==> config.mk <==
export PLATFORM = sky130hd
export DESIGN_NAME = lock_ready_detect
export DESIGN_NICKNAME = d
export VERILOG_FILES = /design/src/rtl/lock_ready_pkg.sv /design/src/rtl/rdy_edge_detect.sv /design/src/rtl/rdy_leak_timer.sv /design/src/rtl/rdy_accum.sv /design/src/rtl/rdy_flag.sv /design/src/rtl/lock_ready_detect.sv
export SDC_FILE = /design/constraint.sdc
export NUM_CORES = 1
export LEC_CHECK = 0
export CORE_ASPECT_RATIO = 0.5
export CORE_UTILIZATION = 30
export DETAILED_ROUTE_END_ITERATION = 7
export PLACE_DENSITY = 0.51
export SETUP_SLACK_MARGIN = 0.1
export SYNTH_ARGS = -nofsm -noshare
export SYNTH_HDL_FRONTEND = slang
export SYNTH_SLANG_ARGS = --single-unit
==> constraint.sdc <==
create_clock -name clk -period 2.75 [get_ports clk]
set_input_delay 0.4125 -clock clk [delete_from_list [all_inputs] [get_ports clk]]
set_output_delay 0.4125 -clock clk [all_outputs]
set_load 0.02 [all_outputs]
==> src/rtl/lock_ready_pkg.sv <==
package lock_ready_pkg;
  // Saturating add of a charge followed by an optional one-unit leak.
  function automatic int unsigned charge_step(
    input int unsigned cur,
    input int unsigned add,
    input logic        leak,
    input int unsigned cap
  );
    int unsigned v;
    v = cur + add;
    if (leak && v != 0) v = v - 1;
    if (v > cap) v = cap;
    return v;
  endfunction
endpackage

==> src/rtl/rdy_edge_detect.sv <==
module rdy_edge_detect (
  input  logic clk,
  input  logic rst_n,
  input  logic sig,
  output logic rise,
  output logic change
);
  logic prev_q;

  always_ff @(posedge clk or negedge rst_n) begin
    if (!rst_n) prev_q <= 1'b0;
    else        prev_q <= sig;
  end

  assign rise   = sig & ~prev_q;
  assign change = sig ^ prev_q;
endmodule

==> src/rtl/rdy_leak_timer.sv <==
module rdy_leak_timer #(
  parameter int LEAK_DIV = 16
) (
  input  logic clk,
  input  logic rst_n,
  output logic tick
);
  localparam int CW = (LEAK_DIV > 1) ? $clog2(LEAK_DIV) : 1;
  localparam logic [CW-1:0] LAST = CW'(LEAK_DIV - 1);

  logic [CW-1:0] cnt_q;

  always_ff @(posedge clk or negedge rst_n) begin
    if (!rst_n)             cnt_q <= '0;
    else if (cnt_q == LAST) cnt_q <= '0;
    else                    cnt_q <= cnt_q + 1'b1;
  end

  assign tick = (cnt_q == LAST);
endmodule

==> src/rtl/rdy_accum.sv <==
module rdy_accum
  import lock_ready_pkg::*;
#(
  parameter int ACC_W   = 8,
  parameter int INC     = 8,
  parameter int ACC_MAX = 255
) (
  input  logic             clk,
  input  logic             rst_n,
  input  logic             clear,
  input  logic             rise,
  input  logic             leak,
  output logic [ACC_W-1:0] acc
);
  logic [ACC_W-1:0] acc_q;
  int unsigned      nxt;

  always_comb begin
    nxt = charge_step(int'(acc_q), rise ? INC : 0, leak, ACC_MAX);
  end

  always_ff @(posedge clk or negedge rst_n) begin
    if (!rst_n)     acc_q <= '0;
    else if (clear) acc_q <= '0;
    else            acc_q <= nxt[ACC_W-1:0];
  end

  assign acc = acc_q;
endmodule

==> src/rtl/rdy_flag.sv <==
module rdy_flag #(
  parameter int ACC_W     = 8,
  parameter int THRESH_HI = 192,
  parameter int THRESH_LO = 160
) (
  input  logic             clk,
  input  logic             rst_n,
  input  logic             clear,
  input  logic [ACC_W-1:0] acc,
  output logic             ready
);
  localparam logic [ACC_W-1:0] HI = ACC_W'(THRESH_HI);
  localparam logic [ACC_W-1:0] LO = ACC_W'(THRESH_LO);

  logic ready_q;

  always_ff @(posedge clk or negedge rst_n) begin
    if (!rst_n)         ready_q <= 1'b0;
    else if (clear)     ready_q <= 1'b0;
    else if (acc >= HI) ready_q <= 1'b1;
    else if (acc < LO)  ready_q <= 1'b0;
  end

  assign ready = ready_q;
endmodule

==> src/rtl/lock_ready_detect.sv <==
module lock_ready_detect #(
  parameter int INC       = 8,
  parameter int LEAK_DIV  = 16,
  parameter int ACC_MAX   = 255,
  parameter int THRESH_HI = 192,
  parameter int THRESH_LO = 160
) (
  input  logic clk,
  input  logic rst_n,
  input  logic rx_bit,
  input  logic acq_mode,
  input  logic out_en,
  output logic ready_n
);
  localparam int ACC_W = $clog2(ACC_MAX + 1);

  logic             data_rise;
  logic             data_chg;
  logic             mode_rise;
  logic             mode_chg;
  logic             leak_tick;
  logic [ACC_W-1:0] acc_q;
  logic             ready_q;

  rdy_edge_detect i_data_edge (
    .clk(clk), .rst_n(rst_n), .sig(rx_bit), .rise(data_rise), .change(data_chg)
  );

  rdy_edge_detect i_mode_edge (
    .clk(clk), .rst_n(rst_n), .sig(acq_mode), .rise(mode_rise), .change(mode_chg)
  );

  rdy_leak_timer #(.LEAK_DIV(LEAK_DIV)) i_leak (
    .clk(clk), .rst_n(rst_n), .tick(leak_tick)
  );

  rdy_accum #(.ACC_W(ACC_W), .INC(INC), .ACC_MAX(ACC_MAX)) i_accum (
    .clk(clk), .rst_n(rst_n), .clear(mode_chg), .rise(data_rise),
    .leak(leak_tick), .acc(acc_q)
  );

  rdy_flag #(.ACC_W(ACC_W), .THRESH_HI(THRESH_HI), .THRESH_LO(THRESH_LO)) i_flag (
    .clk(clk), .rst_n(rst_n), .clear(mode_chg), .acc(acc_q), .ready(ready_q)
  );

  assign ready_n = ~(ready_q & out_en);
endmodule

==> metrics list, run 1 <==
- The run finished with clean final reports.
- Area added between synthesis and finish: 37.6%
- Critical path class: reg2reg
* Psw: ~0.23 mW
- Clock latency on the worst-skew pair, taken at its later pin, is approximately 0.25 ns.
* Met1 usage in global routing: between 20% and 30%
- The number of nets in the synthesized netlist is 110.
- Number of antenna cells inserted: 0
- The first global-routing pass estimated ~4000 um of wire.
- The region available for standard cell placement spans about 0.0031 mm^2.
- IR analysis of the VDD net gives a maximum drop of about 0.18 mV.
- Final Wtd Congestion: 0.802
* Number of buffers on the longest clock path: 2
- Slew Limit Headroom: between 50% and 60%
- Overall die area: approximately 0.0035 mm^2
- After detailed routing, the number of vias per cell comes to around 5.
- Final standard cell area without fillers: around 0.0014 mm^2
- Max-cap violations in this run came to 0.
* Portion of total power attributed to sequential cells: between 30% and 40%
* GRT Residual Overflow: 0
* Library cell used as clock root buffer: sky130_fd_sc_hd__clkbuf_8
- For this run, the register share of the synthesized area comes to 38.1%.
- For this run, design rule violations remaining after detail routing come to 0.
- Maximum number of pins on one net before global-route repair: 16
- After technology mapping, the gate count stands at 100.
- The clock arrives with 0.00172 ns of skew.
* Number of iterations in the first detailed-routing pass: 4
- Input and output buffers added on the ports amount to 5.
* Wire length reported by the detailed router: about 2400 um
- Time the final worst path needs with I/O delays and setup: 2.42 ns
- The worst setup path is launched from a flip-flop.
- Number of sinks on the clock net: 15
* Setup Slack @ Placement: -0.354 ns
* Die Width: a little over 80 um
- The setup check on the worst reg-to-reg path leaves a slack of 0.33 ns.
- The share of total power dissipated in combinational logic is about a third.
- In this run switching power makes up between 30% and 40% of total power.
- Yosys mapped the design onto about 40 distinct sky130hd cell types.
- Post-synth top area share: approximately two fifths
- Measured slew at the worst slew-check pin: approximately 0.74 ns
- The worst hold path terminates at i_data_edge.prev_q.
* Mean Syn Cell Area: about 9.9 um^2
- Chain of cells forming the critical path: nor2b_4 -> ha_4 -> ha_4 -> and3_4 -> xnor2_4 -> nand2_1 -> nor3_2 -> ha_1 -> nor3b_1 -> a21oi_2 -> buf_4 -> o21ai_2 -> a31oi_1
- In the final design database the tool counted between 100 and 150 nets.
* Cell accounting for the most synthesized area: sky130_fd_sc_hd__dfrtp_1
- Static leakage: 0.576 nW
- Starting Density: 32.2%
- Global Route Usage Sum: approximately 15%
- Met3 Track Usage GR: ~4.3%
- The number of cells on the worst reg-to-reg path is 13.
- DRT antenna net count: 0
- Top FF cell, synth: sky130_fd_sc_hd__dfrtp_1
* Via count of the first global-routing pass: approximately 850
* Largest driver fanout on the critical path: 3
- Post-layout power: approximately 0.69 mW
* CTS Buf Count: 3
* Mean routed wirelength per cell: approximately 14 um
* R2r startpoint: i_data_edge.prev_q
- Setup violations, final: 0
- Crit path DAT: 2.59 ns
- Clock-pin slew was measured on the worst setup and hold paths at 0.06 ns.
- Non-Filler Instances: between 150 and 200
- The placed instances occupy a cell area of ~0.0012 mm^2.
* Proportion of layout cells with a drive suffix above 1: roughly 38%
- Power per standard cell area: approximately 510 mW/mm^2
- The synthesized design contains 0 enable-type register cells.
- TritonCTS clock tree: done
- Busiest layer in global routing: met2
- Setup repair after global routing left no endpoint under its margin.
- The largest single stage delay on the critical path is around 0.4 ns.
- Netlist Area Pre-Place: roughly 990 um^2
* Part of the cycle the worst path needs: 87.9%
- Row generation in the floorplan step produced 14 rows.
- Fraction of registers with async set/reset: between 90% and 100%
* Antenna violations before repair: 0
- In the global route stage, met2 resource usage came out at roughly a quarter.
- The worst hold path begins at rx_bit.
- Counting instances, the worst hold path has a depth of 1.
- The number of failing hold endpoints at the final stage was 0.
- The number of max-slew violations in the final report came to 0.
- By area the synthesized netlist is led by sky130_fd_sc_hd__dfrtp_1 (38%), sky130_fd_sc_hd__ha_1 (6.3%), sky130_fd_sc_hd__a21oi_1 (4.1%).
- Number of H-tree levels: 1
- Die span in y: approximately 43 um
- Internal: between 0.4 and 0.5 mW
* Number of buffers inserted by hold repair at cts: 0
* HPWL reported at the end of detailed placement: between 1500 and 2000 um
- Vias post-DR: 836
* Number of buffer and inverter stages on the critical path: 1
* Maximum clock frequency: about 0.41 GHz
- Element type at the critical path end: flip-flop
- During synthesis, Yosys emitted a total of 0 warnings.
- Final critical-path setup slack: 0.334 ns
* Number of synthesized register bits: 15
* Clock network fraction of design power: 27.1%
- Category of cells accounting for the largest share of critical-path delay: simple AND/OR/NAND/NOR gates
- At the worst endpoint, the required time is between 2 and 3 ns.
* DRC marker count from the first detailed-route iteration: 43
* Min-Delay Path Class: in2reg
- Placed Cells incl. Taps: 162
- Critical path's most frequent cell: sky130_fd_sc_hd__ha_4
- The endpoint identified for the worst register-to-register timing path is i_accum.acc[4].
- In this run the count of I/O pins placed on the die edge is 6.
- The slowest stage of the critical path is the sky130_fd_sc_hd__dfrtp_1 cell.
==> per-stage QoR <==
stage	hold WS, ns	util (%)	setup TNS, ns
floorplan	0.117	-	0
global placement	0.484	39.5	-1.79
detailed placement	0.487	39.5	-1.97
CTS	0.498	42.4	0
global route	0.314	44.2	0
finish	0.306	44.2	0
==> Yosys cell counts, drive strengths merged, types with 2 or more instances <==
cell / instances
o21ai: 4
dfrtp: 15
nor3: 2
nor3b: 2
and3: 4
nor2: 5
or4: 2
o221ai: 2
nand2: 11
ha: 5
xnor2: 6
a21oi: 10
mux2i: 2
nor4: 2
inv: 8
nand3: 4
xor2: 2
==> per-layer routing <==
metal | up-vias | share of wire, %
met5 | - | 0
met1 | 404 | 52
met3 | 2 | 2.7
li1 | 420 | -
met4 | 0 | 0.80
met2 | 10 | 45
==> final cells by class <==
cell class,instances,area [um^2]
Inverter,8,30.0
Clock buffer,4,45.0
Tap cell,40,50.0
Sequential cell,15,375
Multi-Input combinational cell,76,646
Fill cell,275,1710
Timing Repair Buffer,26,210
==> power groups by stage <==
stage	clock (mW)	combinational (mW)	sequential (mW)
CTS	0.193	0.236	0.259
detailed placement	0	0.221	0.260
global route	0.203	0.266	0.264
finish	0.187	0.242	0.262
global placement	0	0.222	0.260
floorplan	0	0.145	0.255
==> worst max-delay path by stage <==
stage | startpoint | slack (ns) | cells after the start | to
2_1_floorplan | rx_bit | 0.15 | 11 | i_accum.acc[3]
3_3_place_gp | rx_bit | -0.34 | 13 | i_accum.acc[3]
3_5_place_dp | rx_bit | -0.35 | 13 | i_accum.acc[3]
4_1_cts | rx_bit | 0.09 | 13 | i_accum.acc[3]
5_1_grt | i_data_edge.prev_q | 0.14 | 13 | i_accum.acc[4]
6_report | i_data_edge.prev_q | 0.33 | 13 | i_accum.acc[4]
==> worst register-to-register path: stages (launching register included) <==
cell                      delay [ns]
sky130_fd_sc_hd__dfrtp_1        0.40
sky130_fd_sc_hd__nor2b_4        0.13
sky130_fd_sc_hd__ha_4           0.15
sky130_fd_sc_hd__ha_4           0.12
sky130_fd_sc_hd__and3_4         0.20
sky130_fd_sc_hd__xnor2_4        0.13
sky130_fd_sc_hd__nand2_1        0.08
sky130_fd_sc_hd__nor3_2         0.19
sky130_fd_sc_hd__ha_1           0.24
sky130_fd_sc_hd__nor3b_1        0.14
sky130_fd_sc_hd__a21oi_2        0.19
sky130_fd_sc_hd__buf_4          0.17
sky130_fd_sc_hd__o21ai_2        0.07
sky130_fd_sc_hd__a31oi_1        0.15
==> cell usage in the layout, fill, tap and decap left out, drive strengths merged <==
| cell | n |
|---|---|
| clkdlybuf4s50 | 4 |
| dlymetal6s2s | 1 |
| xor2 | 2 |
| nor2b | 1 |
| ha | 5 |
| nor3b | 2 |
| a31oi | 1 |
| xnor2 | 6 |
| a311oi | 1 |
| a2bb2oi | 1 |
| o211ai | 1 |
| a21oi | 10 |
| nor3 | 2 |
| nand4b | 1 |
| clkbuf | 4 |
| nand3 | 4 |
| inv | 8 |
| buf | 21 |
| nor4 | 2 |
| a221oi | 1 |
| o22ai | 1 |
| or2b | 1 |
| nor2 | 5 |
| o21ai | 4 |
| or4 | 2 |
| nand2 | 11 |
| o31ai | 1 |
| and2 | 1 |
| mux2i | 2 |
| o221ai | 2 |
| dfrtp | 15 |
| and2b | 1 |
| nor4b | 1 |
| and3 | 4 |
==> what timing repair did <==
action                     in CTS  in global routing
setup buffers                   0                  3
gates resized for setup        11                  5
pin swaps                       2                  5
setup endpoints to repair       8                  8
==> flip-flops by register name, summed over array words and instances (netlist names) <==
register,count
i_flag.ready,1
i_accum.acc,8
i_leak.cnt_q,4
i_data_edge.prev_q,1
i_mode_edge.prev_q,1
==> kinds of logic after synthesis <==
logic type,share of synthesized area (%)
simple gates,24.6
compound gates,16.1
flops,38.1
buf+inv,4.19
xor+xnor,8.63
fa+ha+maj,6.35
mux,2.03
Note: power is estimated with default switching activity, not from simulation.
==> inputs of run 2 (changes only) <==
- CORE_ASPECT_RATIO: 0.5 -> unset
- CORE_UTILIZATION: 30 -> 40
- CTS_CLUSTER_DIAMETER: unset -> 30
- PLACE_DENSITY: 0.51 -> 0.62
- TNS_END_PERCENT: unset -> 30
==> metrics list, run 2 (same netlist as run 1, synthesis figures left out) <==
* Status: complete, no violations
- STA puts the critical path data required time at ~3.0 ns.
- Number of sinks on the clock net: 15
- Measured along the y axis, the die boundary spans 51.6 um.
- Setup violations remaining at the end of the flow were counted as 0.
- Wire length reported by the detailed router: roughly 2200 um
- Crit path DAT: roughly 2.6 ns
* I/O pin count: 6
- For the worst flop-to-flop path, the logic depth is 13.
- The tightest hold path in the finished design has a slack of 0.271 ns.
- Final Wtd Congestion: around 0.77
- The floorplan has 17 rows.
* R2r startpoint: i_data_edge.prev_q
* Max-cap violations: 0
* CTS Buf Count: 3
* Reg-to-Reg End: i_accum.acc[1]
- Timing analysis after detailed placement gives a worst setup slack of -0.336 ns.
- At the pin with the least slew margin, the transition time is ~0.66 ns.
- The critical path is of the reg2reg type.
- Post CTS Setup Buffer Count: 0
* Static leakage: about 0.55 nW
- The first global-routing pass estimated around 3600 um of wire.
- CTS built an H-tree with a depth of 1.
- The first TritonRoute pass finished after 4 iterations.
* Setup TNS Final: 0 ns
* Library cell used as clock root buffer: sky130_fd_sc_hd__clkbuf_4
* Unrepaired setup endpoints after global routing: false
- Endpoints failing hold: 0
- Leading cell type in the layout, fill and taps excluded: sky130_fd_sc_hd__buf_4
- After global routing the overflow that remains totals 0.
* Placeable Area: 0.00228 mm^2
- Proportion of layout cells with a drive suffix above 1: 36.2%
* Port Buffers: 5
- Pins over their slew limit: 0
- Insertion delay to the later sink of the worst-skew pair: about 0.29 ns
* Clock skew after layout: 0.00566 ns
* Part of the cycle the worst path needs: between 80% and 90%
* HPWL reported at the end of detailed placement: approximately 1700 um
- Once the floorplan was initialized, standard cells occupied a little over two fifths of the core.
- Slew Limit Headroom: 55.9%
- Via count of the first global-routing pass: between 800 and 900
* Area added between synthesis and finish: 31.5%
- The worst setup path is captured at a flip-flop.
* Antenna violations before repair: 0
- Timing would allow up to 0.422 GHz.
* Final standard cell area without fillers: approximately 0.0013 mm^2
- Last element of the critical path: i_accum.acc[1]
- Commonest cells after routing, fill and taps aside: sky130_fd_sc_hd__buf_4 (19), sky130_fd_sc_hd__dfrtp_1 (15), sky130_fd_sc_hd__nand2_1 (9), sky130_fd_sc_hd__a21oi_1 (8), sky130_fd_sc_hd__inv_1 (7)
- Global Route Usage Sum: a little under a fifth
* Clock slew at reported path FFs: around 0.09 ns
- The design draws about 0.63 mW.
- The placed instances occupy a cell area of between 0.001 and 0.0015 mm^2.
- Time the final worst path needs with I/O delays and setup: about 2.4 ns
- Post-DR vias/cell: about 5.5
- Min-Delay Path Class: in2reg
- Placed Cells incl. Taps: between 150 and 200
* DRT antenna net count: 0
- Flop2flop setup slack: about 0.38 ns
- At the end of the flow the core is filled with cells to 57.0%.
* Crit path launch: i_data_edge.prev_q
- Along the worst path, the maximum fanout reaches 4.
- Maximum number of pins on one net before global-route repair: 16
- Across all layers, the routed design uses 851 vias.
- Number of buffers on the longest clock path: 2
- The count of cells in the finished layout, fillers not included, comes to between 150 and 200.
* Flip-flop count of the largest register after layout: 8
- Final critical-path setup slack: between 0.3 and 0.4 ns
* Final nets: between 100 and 150
* DRC marker count from the first detailed-route iteration: 31
- Die Width: between 50 and 60 um
- TritonCTS clock tree: done
* Overall die area: 0.00267 mm^2
- The number of antenna diodes in the final layout is 0.
* Number of remaining DRC errors: 0
* Maximum vdd ir drop: about 0.37 mV
- In the final routed layout, each cell accounts on average for approximately 14 um.
- Startpoint type of the worst setup path: flip-flop
- Power per standard cell area: slightly below 500 mW/mm^2
## run 2: changes by cell type in the layout (fill, tap and decap cells not counted)
| cell | before | now |
|---|---|---|
| sky130_fd_sc_hd__clkbuf_4 | 0 | 3 |
| sky130_fd_sc_hd__clkbuf_8 | 3 | 0 |
| sky130_fd_sc_hd__buf_4 | 21 | 19 |
| sky130_fd_sc_hd__a221oi_1 | 0 | 1 |
| sky130_fd_sc_hd__a221oi_2 | 1 | 0 |
| sky130_fd_sc_hd__nor2_2 | 1 | 2 |
| sky130_fd_sc_hd__nor2_4 | 1 | 0 |
## run 2: critical path: stages, from the launching register on
cell,delay [ns]
sky130_fd_sc_hd__dfrtp_1,0.40
sky130_fd_sc_hd__nor2b_4,0.13
sky130_fd_sc_hd__ha_4,0.15
sky130_fd_sc_hd__ha_4,0.13
sky130_fd_sc_hd__and3_4,0.19
sky130_fd_sc_hd__xnor2_2,0.12
sky130_fd_sc_hd__nand2_1,0.08
sky130_fd_sc_hd__nor3_2,0.10
sky130_fd_sc_hd__ha_1,0.23
sky130_fd_sc_hd__nor3b_1,0.14
sky130_fd_sc_hd__a21oi_2,0.20
sky130_fd_sc_hd__nor2_2,0.09
sky130_fd_sc_hd__buf_4,0.16
sky130_fd_sc_hd__o221ai_2,0.17
## run 2: worst min-delay path by stage
stage | start | end | slack (ns) | cells after the start
2_1_floorplan | rst_n | i_accum.acc[0] | 0.12 | 0
3_3_place_gp | i_leak.cnt_q[0] | i_leak.cnt_q[0] | 0.47 | 1
3_5_place_dp | i_leak.cnt_q[0] | i_leak.cnt_q[0] | 0.49 | 1
4_1_cts | i_leak.cnt_q[0] | i_leak.cnt_q[0] | 0.50 | 1
5_1_grt | rx_bit | i_data_edge.prev_q | 0.28 | 1
6_report | rx_bit | i_data_edge.prev_q | 0.27 | 1
## run 2: area by class of cell
type / count / area [um^2]
Clock buffer: 4 / 26.3
Fill cell: 190 / 980
Inverter: 8 / 30.0
Timing Repair Buffer: 24 / 195
Sequential cell: 15 / 375
Multi-Input combinational cell: 76 / 634
Tap cell: 28 / 35.0
## run 2: routing by layer
metal  track usage, %  routed length, um
met2             32.5               1080
met3             2.63                 83
met4             5.41                 24
met1             24.6               1010
met5                0                  0
## run 2: report_power, final
group / total (mW) / switching [mW] / internal [mW]
Combinational: 0.249 / 0.121 / 0.128
Clock: 0.126 / 0.0700 / 0.0564
Sequential: 0.259 / 0.0213 / 0.238
Total: 0.635 / 0.213 / 0.422
## run 2: what timing repair did
| action | 4_1_cts | 5_1_grt |
|---|---|---|
| hold buffers | 0 | 0 |
| setup endpoints to repair | 5 | 6 |
| pin swaps | 1 | 4 |
| gates resized for setup | 10 | 4 |
